$ cat src/rtl/mbox_pkg.sv
// Package: shared constants for the two-core mailbox.
// Assumes: both cores use the same register map and word width.
package mbox_pkg;
    localparam int unsigned WORD_W = 32;
    localparam int unsigned QDEPTH = 8;
    localparam int unsigned ADDR_W = 2;
    localparam int unsigned NCORE  = 2;
    localparam int unsigned ST_W   = 4;

    localparam logic [ADDR_W-1:0] A_STAT = 2'd0;
    localparam logic [ADDR_W-1:0] A_SEND = 2'd1;
    localparam logic [ADDR_W-1:0] A_RECV = 2'd2;

    // Status bit positions (software visible)
    localparam int unsigned B_AVAIL = 0;
    localparam int unsigned B_ROOM  = 1;
    localparam int unsigned B_OVF   = 2;
    localparam int unsigned B_UNF   = 3;
endpackage

$ cat src/rtl/mbox_fifo.sv
// Module: mbox_fifo
// Circular-buffer queue with an occupancy counter.
// Assumes: the caller only asserts push when not full and pop when not
// empty; the queue gates both again so that it never corrupts itself.
// Push and pop in one cycle are both honoured.
module mbox_fifo #(
    parameter int unsigned W = 32,
    parameter int unsigned D = 8
) (
    input  logic         clk,
    input  logic         rst_n,
    input  logic         push,
    input  logic [W-1:0] push_data,
    input  logic         pop,
    output logic [W-1:0] head,
    output logic         empty,
    output logic         full
);
    localparam int unsigned AW = (D > 1) ? $clog2(D) : 1;
    localparam int unsigned CW = $clog2(D + 1);
    localparam logic [CW-1:0] CNT_MAX = CW'(D);
    localparam logic [AW-1:0] PTR_LAST = AW'(D - 1);

    logic [W-1:0]  mem [D];
    logic [AW-1:0] wptr, rptr;
    logic [CW-1:0] count;
    logic          do_push, do_pop;

    assign empty   = (count == '0);
    assign full    = (count == CNT_MAX);
    assign do_push = push && !full;
    assign do_pop  = pop && !empty;
    assign head    = mem[rptr];

    // Storage write: the slot at the write pointer takes the pushed word
    always_ff @(posedge clk) begin
        if (do_push) mem[wptr] <= push_data;
    end

    // Write pointer advance with wrap at depth
    always_ff @(posedge clk) begin
        if (!rst_n)       wptr <= '0;
        else if (do_push) wptr <= (wptr == PTR_LAST) ? '0 : wptr + 1'b1;
    end

    // Read pointer advance with wrap at depth
    always_ff @(posedge clk) begin
        if (!rst_n)      rptr <= '0;
        else if (do_pop) rptr <= (rptr == PTR_LAST) ? '0 : rptr + 1'b1;
    end

    // Occupancy count tracks both push and pop in one cycle
    always_ff @(posedge clk) begin
        if (!rst_n) count <= '0;
        else begin
            case ({do_push, do_pop})
                2'b10:   count <= count + 1'b1;
                2'b01:   count <= count - 1'b1;
                default: count <= count;
            endcase
        end
    end
endmodule

$ cat src/rtl/mbox_port.sv
// Module: mbox_port
// Register port of one core: decodes the access, drives its outbound
// push and inbound pop, holds the sticky error flags, builds the
// status word and the level interrupt.
// Assumes: one access per cycle; read data is combinational and valid
// while sel is high with we low.
module mbox_port
    import mbox_pkg::*;
#(
    parameter int unsigned W = WORD_W
) (
    input  logic              clk,
    input  logic              rst_n,
    input  logic              sel,
    input  logic              we,
    input  logic [ADDR_W-1:0] addr,
    input  logic [W-1:0]      wdata,
    output logic [W-1:0]      rdata,
    output logic              irq,
    output logic [ST_W-1:0]   status,
    input  logic [W-1:0]      rx_head,
    input  logic              rx_empty,
    input  logic              tx_full,
    output logic              tx_push,
    output logic [W-1:0]      tx_data,
    output logic              rx_pop
);
    logic wr_send, rd_recv, wr_stat;
    logic ovf_q, unf_q;
    logic ovf_set, unf_set, ovf_clr, unf_clr;

    // Access decode
    always_comb begin
        wr_send = sel && we  && (addr == A_SEND);
        rd_recv = sel && !we && (addr == A_RECV);
        wr_stat = sel && we  && (addr == A_STAT);
    end

    // Queue control: only legal pushes and pops leave the port
    always_comb begin
        tx_push = wr_send && !tx_full;
        tx_data = wdata;
        rx_pop  = rd_recv && !rx_empty;
    end

    // Flag events: misuse sets, a write of one clears
    always_comb begin
        ovf_set = wr_send && tx_full;
        unf_set = rd_recv && rx_empty;
        ovf_clr = wr_stat && wdata[B_OVF];
        unf_clr = wr_stat && wdata[B_UNF];
    end

    // Overflow flag, set has priority over clear
    always_ff @(posedge clk) begin
        if (!rst_n)       ovf_q <= 1'b0;
        else if (ovf_set) ovf_q <= 1'b1;
        else if (ovf_clr) ovf_q <= 1'b0;
    end

    // Underflow flag, set has priority over clear
    always_ff @(posedge clk) begin
        if (!rst_n)       unf_q <= 1'b0;
        else if (unf_set) unf_q <= 1'b1;
        else if (unf_clr) unf_q <= 1'b0;
    end

    // Status word assembly
    always_comb begin
        status          = '0;
        status[B_AVAIL] = !rx_empty;
        status[B_ROOM]  = !tx_full;
        status[B_OVF]   = ovf_q;
        status[B_UNF]   = unf_q;
    end

    // Level interrupt from data-available and both error flags
    assign irq = !rx_empty || ovf_q || unf_q;

    // Read data mux, zero when nothing readable is addressed
    always_comb begin
        rdata = '0;
        if (sel && !we) begin
            case (addr)
                A_STAT:  rdata = W'(status);
                A_RECV:  rdata = rx_empty ? '0 : rx_head;
                default: rdata = '0;
            endcase
        end
    end
endmodule

$ cat src/rtl/mbox_pair.sv
// Module: mbox_pair
// Two-core mailbox: two queues, cross-coupled so that core c pushes
// queue c and pops queue 1-c, and one register port per core.
// Assumes: both cores run on clk; reset is synchronous, active low.
module mbox_pair
    import mbox_pkg::*;
#(
    parameter int unsigned W = WORD_W,
    parameter int unsigned D = QDEPTH
) (
    input  logic              clk,
    input  logic              rst_n,
    input  logic              c0_sel,
    input  logic              c0_we,
    input  logic [ADDR_W-1:0] c0_addr,
    input  logic [W-1:0]      c0_wdata,
    output logic [W-1:0]      c0_rdata,
    output logic              c0_irq,
    input  logic              c1_sel,
    input  logic              c1_we,
    input  logic [ADDR_W-1:0] c1_addr,
    input  logic [W-1:0]      c1_wdata,
    output logic [W-1:0]      c1_rdata,
    output logic              c1_irq
);
    logic              sel   [NCORE];
    logic              we    [NCORE];
    logic [ADDR_W-1:0] addr  [NCORE];
    logic [W-1:0]      wdata [NCORE];
    logic [W-1:0]      rdata [NCORE];
    logic              irq   [NCORE];
    logic [ST_W-1:0]   stat  [NCORE];
    logic              push  [NCORE];
    logic [W-1:0]      pdata [NCORE];
    logic              pop   [NCORE];
    logic [W-1:0]      head  [NCORE];
    logic              empty [NCORE];
    logic              full  [NCORE];
    logic [ST_W-1:0]   c0_st, c1_st;

    // Pin to array mapping
    always_comb begin
        sel[0] = c0_sel;  we[0] = c0_we;  addr[0] = c0_addr;  wdata[0] = c0_wdata;
        sel[1] = c1_sel;  we[1] = c1_we;  addr[1] = c1_addr;  wdata[1] = c1_wdata;
        c0_rdata = rdata[0];  c0_irq = irq[0];  c0_st = stat[0];
        c1_rdata = rdata[1];  c1_irq = irq[1];  c1_st = stat[1];
    end

    // Queue c carries words from core c to core 1-c
    for (genvar c = 0; c < NCORE; c++) begin : g_core
        localparam int unsigned PEER = NCORE - 1 - c;

        mbox_fifo #(.W(W), .D(D)) u_q (
            .clk       (clk),
            .rst_n     (rst_n),
            .push      (push[c]),
            .push_data (pdata[c]),
            .pop       (pop[PEER]),
            .head      (head[c]),
            .empty     (empty[c]),
            .full      (full[c])
        );

        mbox_port #(.W(W)) u_port (
            .clk      (clk),
            .rst_n    (rst_n),
            .sel      (sel[c]),
            .we       (we[c]),
            .addr     (addr[c]),
            .wdata    (wdata[c]),
            .rdata    (rdata[c]),
            .irq      (irq[c]),
            .status   (stat[c]),
            .rx_head  (head[PEER]),
            .rx_empty (empty[PEER]),
            .tx_full  (full[c]),
            .tx_push  (push[c]),
            .tx_data  (pdata[c]),
            .rx_pop   (pop[c])
        );
    end
endmodule

$ cat config.mk
export PLATFORM = sky130hd
export DESIGN_NAME = mbox_pair
export DESIGN_NICKNAME = d
export VERILOG_FILES = /design/src/rtl/mbox_pkg.sv /design/src/rtl/mbox_fifo.sv /design/src/rtl/mbox_port.sv /design/src/rtl/mbox_pair.sv
export SDC_FILE = /design/constraint.sdc
export NUM_CORES = 1
export LEC_CHECK = 0
export BUFFER_PORTS_ARGS = -buffer_cell sky130_fd_sc_hd__buf_2
export CAP_MARGIN = 25
export CORE_MARGIN = 1
export CORE_UTILIZATION = 55
export CTS_BUF_LIST = sky130_fd_sc_hd__clkbuf_4
export DETAILED_ROUTE_END_ITERATION = 8
export GPL_TIMING_DRIVEN = 1
export MAX_ROUTING_LAYER = met4
export PLACE_DENSITY = 0.83
export SLEW_MARGIN = 20
export SYNTH_ARGS = -nofsm -noshare
export SYNTH_HDL_FRONTEND = slang
export SYNTH_SLANG_ARGS = --single-unit
$ cat constraint.sdc
create_clock -name clk -period 5.8 [get_ports clk]
set_input_delay 0.29 -clock clk [delete_from_list [all_inputs] [get_ports clk]]
set_output_delay 0.29 -clock clk [all_outputs]
set_load 0.03 [all_outputs]
Word-level counts from Yosys, hierarchy flattened:

Memories as Yosys holds them, arrays and structs flattened. A register that Yosys moved wholly into a read port is not among the register bits.
Cells that the tools add are included.

* eq/ne operators: 14
* mux-type cells: 28
* add/subtract/negate cells: 8
* reduce and logical (&&, ||, !) cells: 46

Operator list (count)
* two-way mux 32 bit: 4
* one-hot mux 32 bit (2 select lines): 2
* logical AND 1 bit: 26
* two-way mux 3 bit: 8
* one-hot mux 4 bit (2 select lines): 2
* adder 3 x 1 -> 3 bit (second input constant): 4
* == test 3 bit (second input constant): 4
* two-way mux 1 bit: 12
* nonzero test 2 bit: 6
* adder 4 x 1 -> 4 bit (second input constant): 2
* == test 2 x 1 -> 1 bit (second input constant): 4
* == test 2 bit (second input constant): 4
* == test 4 bit (second input constant): 2
* zero test 4 bit: 2
* subtractor 4 x 1 -> 4 bit (second input constant): 2
* zero test 1 bit: 6
* zero test 2 bit: 2
* logical OR 1 bit: 4

* RAM bits: 512
* logic and storage cells: 108
* output and inout port bits: 66
* memories: 2
* bits in registers: 24

Memory list
* g_core[0].u_q.mem: words 8, bits a word 32, rd ports 1, clocked after memory_dff 1, write ports 1, RTL line mbox_fifo.sv:24 `logic [W-1:0] mem [D];`
* g_core[1].u_q.mem: words 8, bits a word 32, rd ports 1, clocked after memory_dff 1, write ports 1, RTL line mbox_fifo.sv:24

Depth between registers and ports, before layout:

Gate-level depths: netlist of run 1.

* word-level depth: 7
* mapped depth: 12
* gate-level depth less buffers: 10

Modules after synthesis:

Synthesis of run 1 repeated with hierarchy kept, for this count alone.

* cell total of the unflattened synthesis: 1076
* area, all modules: 22331.4 um2

Modules (own cells, without submodules)
* mbox_fifo: times used 2, area each 10496.3 um2, cells an instance 450
* mbox_port: times used 2, area each 669.4 um2, cells an instance 88

Worst setup path after synthesis of run 1:

No wires, ideal clock.

* path type: reg-to-reg
* start point: register g_core[1].u_q.count[1]
* end point: memory g_core[1].u_q.mem[2][0], enable pin
* path buffers: 1
* cell stages (with the launch flop): 6
* data required time: 5.287 ns
* setup time: 0.513 ns
* setup slack: 0.992 ns
* arrival time: 4.295 ns
* cells stage by stage: dfxtp_1 -> buf_2 -> nor4b_1 -> and3b_1 -> inv_2 -> nor4b_1

* word-level cells in the longest chain between the ends: 6

RTL lines
* start: declaration: RTL line mbox_fifo.sv:26 `logic [CW-1:0] count;`
* start signal: assignment: RTL line mbox_fifo.sv:57 `2'b10: count <= count + 1'b1;`
* start signal: assignment: RTL line mbox_fifo.sv:58 `2'b01: count <= count - 1'b1;`
* start signal: assignment: RTL line mbox_fifo.sv:59 `default: count <= count;`
* == test 4 bit (*): RTL line mbox_fifo.sv:30 `assign full = (count == CNT_MAX);`
* zero test 1 bit (*): RTL line mbox_fifo.sv:31, mbox_port.sv:41
* logical AND 1 bit: RTL line mbox_port.sv:41 `tx_push = wr_send && !tx_full;`
* logical AND 1 bit (*): RTL line mbox_fifo.sv:31 `assign do_push = push && !full;`
* two-way mux 1 bit (*): RTL line mbox_fifo.sv:37 `if (do_push) mem[wptr] <= push_data;`
* two-way mux 1 bit (not written as such) (*): RTL line mbox_fifo.sv:37
* end: declaration: RTL line mbox_fifo.sv:24

Mark *: on every way between the ends. The rest lies on a longest branch, timed or not.

==> impl_metrics.csv, run 1 <==
group,metric,value,unit
run_status,status,"finished, final reports clean",
clock_network,clk_root_buffer_cell,"clkbuf_4",
sta,fin_skew,0.0824,ns
yosys,yosys_warnings,0,
sta,finalHoldViolations,0,
yosys,synth_edf_count,512,
clock_network,clk_path_buf_depth,3,
drt,vias,11200,
placed_design,gp_congestion,0.818,
sta,setup_violations,0,
job,maxCapViolCount,0,
sta,period_share,0.636,
yosys,ys_seq_area_frac,0.759,
sta,setup_tns,0,ns
grt,antenna_found_initial,3,
die,initial_utilization,0.559,
sta,worstMarginPinSlew,1.03,ns
yosys,ys_seq_elements,542,
sta,slew_headroom,0.314,
sta,maxSlewViolCount,0,
hold_path,hp-class,"input port to flip-flop",
yosys,ys_async_sr_fraction,0,
yosys,syn_area,21100,µm²
grt,grt-ovfl-total,0,
power,power.static_leakage,8.30,nW
yosys,avgSynthCellArea,20.7,µm²
die,die_area,39100,µm²
die,die_h,198,µm
die,std_cell_rows,71,
worst_setup_path,ff2ff_path_depth,10,
grt,grt_max_degree,41,
sta,setup_ws,2.11,ns
grt,grt_pass1_vias,11700,
placed_design,portBuffers,139,
final_layout,syn2layout_area_growth,18.5,%
yosys,synth_area_leader_cell,"edfxtp_1",
grt,grt_util_all_layers,0.227,
clock_network,numCtsBuffers,134,
yosys,synth_cell_types,48,
clock_network,post_cts_buffers,0,
clock_network,cts_tree,"yes",
final_layout,post-route-cell-area,24900,µm²
yosys,synthFlopType,"edfxtp_1",
power,irDropWorstVdd,0.000309,V
die,ioPinCount,140,
clock_network,clock-sinks,542,
final_layout,fillers,2392,
drt,drt-total-wl,42200,µm
yosys,synth_common_cells,"edfxtp_1 (512), mux4_2 (127), nor2_1 (74), mux2i_1 (72), nand2_1 (32)",
drt,first_iter_violations,791,
grt,grt_pass1_wl,63400,µm
sta,fmax,271,MHz
final_layout,final_layout_size_suffix_gt1_frac,0.368,
clock_network,clk_pin_slew_worst_paths,0.06,ns
yosys,synthCells,1017,
hold_path,hold_depth,5,
final_layout,ff_latch_area,16000,µm²
worst_setup_path,worstPathMaxFanout,40,
worst_setup_path,start_kind,"flip-flop",
die,core_area,37700,µm²
clock_network,clock_latency,0.81,ns
drt,ant_nets,0,
power,p_per_area,306,nW/µm²
final_layout,nets,1429,
placed_design,dp_slack,2.49,ns
yosys,synth_top_area_frac,0.730,
yosys,synth.most_common_cell,"edfxtp_1",
placed_design,dpl_cell_area,22500,µm²
yosys,syn_nets,1104,
yosys,ys_top_cells_by_area,"edfxtp_1 (73%), mux4_2 (14%), mux2i_1 (3.4%)",
sta,period_minus_slack,3.69,ns
worst_setup_path,critPathRequiredTime,5.51,ns
die,die_w,198,µm
drt,drc,0,
worst_setup_path,cp-end-kind,"output port",
worst_setup_path,cp.arrival,3.40,ns
worst_setup_path,path_class,"flip-flop to output port",
final_layout,multi_input_area,4920,µm²
sta,rsz0062_at_grt,"false",
drt,drt_pass1_iterations,5,
drt,wl_per_cell,21.5,µm
placed_design,dpl.hpwl,23000,µm
clock_network,h-tree-depth,4,
drt,vias_per_cell,5.70,
-- through the flow --
| stage | hold WS [ns] | utilization | instances | power [mW] |
|---|---|---|---|---|
| after floorplan | 0.389 | - | 1017 | 4.42 |
| after global placement | 0.468 | 0.596 | 1644 | 4.49 |
| after detailed placement | 0.475 | 0.596 | 1644 | 4.50 |
| after CTS | 0.00724 | 0.662 | 1953 | 7.69 |
| after global routing | 0.116 | 0.662 | 1956 | 7.90 |
| final | 0.0875 | 0.662 | 1958 | 7.63 |
-- timing repair --
| item | in CTS | in global routing |
|---|---|---|
| hold buffers | 73 | 0 |
| gates resized for setup | 0 | 0 |
| setup endpoints to repair | 0 | 0 |
| hold endpoints to repair | 539 | 0 |
-- layout make-up --
cell class                 count  area share
antenna                        5    0.000502
multi-input combinational    419       0.197
timing repair buffer         237      0.0647
clock buffer                 183      0.0551
clock inverter                53      0.0145
sequential                   542       0.641
tap                          511      0.0256
inverter                       8     0.00130
-- per-layer routing --
metal  track usage  routed length (µm)  vias to the layer above
met5             -                   0                        -
met4         0.107                1180                        0
met3        0.0592                3510                       99
met2         0.359               21100                      510
met1         0.274               16400                     5623
li1              -                   -                     4926
-- report_power, final --
part	switching, mW	internal (mW)
combinational	0.0946	0.0738
sequential	0.00686	4.28
clock	1.47	1.70
-- logic make-up (layout without fill, tap and decap cells) --
group                    count (synthesis)  after routing  synth area share
multiplexers                           199            199             0.170
AO/OA/AOI/OAI                           40             40            0.0115
flip-flops                             542            542             0.759
XOR/XNOR                                 4              4           0.00166
other                                    0              5                 0
adder cells (fa/ha/maj)                 13             13           0.00772
buffers and inverters                   56            481            0.0121
AND/OR/NAND/NOR                        163            163            0.0384
-- path summary, 6_finish.rpt --
check | start | end | slack (ns)
setup / recovery | flip-flop | c0_rdata[26] | 2.11
setup reg to reg | g_core[1].u_q.count[0] | g_core[1].u_q.count[2] | 2.41
hold reg to reg | g_core[0].u_q.rptr[1] | flip-flop | 0.48
hold / removal | c1_we | g_core[1].u_port.unf_q | 0.09
-- sequential cells by signal (all words and copies together), names as in the netlist, named ones only --
signal and flops:
g_core.u_port.ovf_q 2, g_core.u_q.wptr 6, g_core.u_port.unf_q 2, g_core.u_q.rptr 6
g_core.u_q.count 8, g_core.u_q.mem 512
-- critical path: stages, from the launching register on --
cell and delay, ns:
dfxtp_4 0.88, buf_4 0.56, mux4_2 0.59, mux2i_1 0.19, nor2_1 0.10, buf_2 0.24
-- cells in the final DEF (no fill, tap or decap), drive strengths merged, types with 3 or more instances in the layout --
master       instances
and3b                3
inv                 13
dlygate4sd3         73
dfxtp               30
a21oi               19
edfxtp             512
clkinvlp             3
a22oi                3
ha                  13
buf                164
o21ai                8
nor4                 3
mux2i               72
nor2                74
clkbuf             183
or3                  7
nor2b                4
nor4b                4
nor3                 8
bufinv               5
clkinv              40
diode                5
mux4               127
xor2                 4
nand2               33
nor3b                5
nand2b               8
nand3                3
Note: power is estimated with default switching activity, not from simulation.
==> run 2: changes to the inputs <==
- clock period: 5.8 -> 3.4 ns (I/O delays scaled with it)
==> impl_metrics.csv, run 2 (synthesis results as in run 1) <==
group,metric,value,unit
worst_setup_path,critPathRequiredTime,3.23,ns
final_layout,final_cell_mix,"edfxtp_1 (512), clkbuf_4 (198), buf_2 (139)",
die,ioPinCount,140,
grt,grt_pass1_vias,12000,
die,die_area,39100,µm²
final_layout,nets,1436,
run_status,status,"finished, final reports clean",
worst_setup_path,cp-end-kind,"output port",
worst_setup_path,r2r_slack,0.48,ns
drt,drt_pass1_iterations,7,
clock_network,clock_latency,0.82,ns
worst_setup_path,cp.arrival,3.00,ns
worst_setup_path,worstPathMaxFanout,31,
clock_network,clock-sinks,542,
final_layout,top_regs,"g_core.u_q.mem: 512 flops, g_core.u_q.count: 8 flops",
power,irDropWorstVdd,0.000517,V
sta,holdWs,0.103,ns
drt,first_iter_violations,1029,
power,p_per_area,524,nW/µm²
drt,drt-total-wl,43500,µm
drt,vias,11300,
hold_path,hold_start,"c0_we",
clock_network,cts_tree,"yes",
grt,use_met1,0.283,
sta,worstMarginPinSlew,0.775,ns
worst_setup_path,ff2ff_path_depth,11,
sta,rsz0062_at_grt,"false",
final_layout,final_layout_size_suffix_gt1_frac,0.377,
worst_setup_path,start_kind,"flip-flop",
worst_setup_path,path_cells,"buf_12 > mux4_2 > mux2i_1 > nor2_1 > buf_2",
placed_design,dp_cells,1649,
final_layout,max_flop_register,"g_core.u_q.mem",
die,die_h,198,µm
sta,setup_violations,0,
grt,gr-usage-met3,0.0572,
sta,period_share,0.932,
drt,drc,0,
grt,use_met2,0.385,
sta,fmax,315,MHz
sta,maxSlewViolCount,0,
placed_design,portBuffers,139,
grt,grt-ovfl-total,0,
drt,wl_per_cell,22.3,µm
job,maxCapViolCount,0,
final_layout,final_common_cell,"edfxtp_1",
clock_network,h-tree-depth,4,
grt,grt_max_degree,53,
drt,vias_per_cell,5.79,
placed_design,dpl_cell_area,22700,µm²
clock_network,clk_pin_slew_worst_paths,0.06,ns
sta,slew_headroom,0.483,
worst_setup_path,crit_slowest_cell,"dfxtp_4",
final_layout,largest_reg_flops,512,
hold_path,hp-class,"input port to flip-flop",
sta,period_minus_slack,3.17,ns
hold_path,holdPathEnd,"g_core[0].u_q.count[2]",
die,die_w,198,µm
power,power.static_leakage,8.37,nW
worst_setup_path,cpPeakStageDelay,0.76,ns
die,std_cell_rows,71,
placed_design,dpl.hpwl,23200,µm
drt,ant_nets,0,
clock_network,clk_path_buf_depth,3,
worst_setup_path,path_class,"flip-flop to output port",
grt,grt_util_all_layers,0.237,
worst_setup_path,regToRegEndpoint,"g_core[0].u_q.count[2]",
grt,grt_pass1_wl,65800,µm
final_layout,post-route-cell-area,25200,µm²
clock_network,numCtsBuffers,133,
worst_setup_path,reg2reg_from,"g_core[0].u_q.count[1]",
die,core_area,37700,µm²
placed_design,gp_congestion,0.809,
die,initial_utilization,0.559,
final_layout,fin_cells,1955,
sta,finalHoldViolations,0,
hold_path,hold_depth,4,
grt,top_usage_layer,"met2",
final_layout,syn2layout_area_growth,19.7,%
grt,antenna_found_initial,3,
sta,fin_skew,0.0415,ns
clock_network,clk_root_buffer_cell,"clkbuf_4",
==> run 2: cell count changes in the layout (fill, tap and decap cells not counted), sizes merged <==
cell / previous run / this run
clkinv: 40 / 18
clkbuf: 183 / 198
buf: 164 / 169
dlygate4sd3: 73 / 76
diode: 5 / 3
inv: 13 / 11
bufinv: 5 / 6
clkinvlp: 3 / 2
==> run 2: timing repair <==
action                                  in CTS  in global routing
hold buffers                                76                  0
gates resized for setup                      0                  1
setup buffers                                0                  0
endpoints found under the setup margin       0                  1
hold endpoints to repair                   542                  0
==> run 2: cell type report <==
class / instances / area (µm²)
Fill cell: 2354 / 12500
Clock buffer: 198 / 1490
Inverter: 8 / 32.5
Tap cell: 511 / 639
Antenna cell: 3 / 7.51
Clock inverter: 29 / 285
Timing Repair Buffer: 245 / 1760
Sequential cell: 542 / 16000
Multi-Input combinational cell: 419 / 5010
==> run 2: where the power goes <==
| part | switching [mW] | internal [mW] | total (mW) |
|---|---|---|---|
| clock network | 2.47 | 3.11 | 5.58 |
| registers | 0.0130 | 7.31 | 7.32 |
| logic | 0.165 | 0.129 | 0.294 |
| total | 2.64 | 10.6 | 13.2 |
==> run 2: how the worst max path moves through the flow <==
stage	end	from	cells past startpoint	slack [ns]
2_1_floorplan	g_core[1].u_q.mem[6][0]	g_core[1].u_q.count[1]	5	-0.22
6_report	c0_rdata[27]	flip-flop	5	0.23
4_1_cts	c0_rdata[29]	flip-flop	5	0.16
5_1_grt	c0_rdata[27]	flip-flop	5	0.05
3_3_place_gp	g_core[0].u_q.count[2]	c0_addr[1]	11	0.60
3_5_place_dp	g_core[0].u_q.count[2]	c0_addr[1]	11	0.45
==> run 2: worst max-delay path, delay by kind of cell, from the launching register on <==
kind | cells | cell delay (ns)
DFF | 1 | 0.76
muxes | 2 | 0.75
buffers and inverters | 2 | 0.54
and+or+nand+nor | 1 | 0.10
==> run 2: metrics by stage <==
| step | total power, mW | setup TNS, ns | utilization | setup slack [ns] |
|---|---|---|---|---|
| 6_report | 13.2 | 0 | 0.669 | 0.230 |
| 5_1_grt | 13.6 | 0 | 0.669 | 0.0510 |
| 3_3_place_gp | 7.67 | 0 | 0.601 | 0.597 |
| 4_1_cts | 13.3 | 0 | 0.669 | 0.157 |
| 2_1_floorplan | 7.55 | -6.95 | - | -0.217 |
| 3_5_place_dp | 7.68 | 0 | 0.601 | 0.446 |
==> run 2: layer usage <==
metal  part of all wire  vias to the layer above
met3              0.077                      119
met5                  0                        -
li1                   -                     4915
met2               0.51                      569
met4              0.032                        0
met1               0.38                     5715
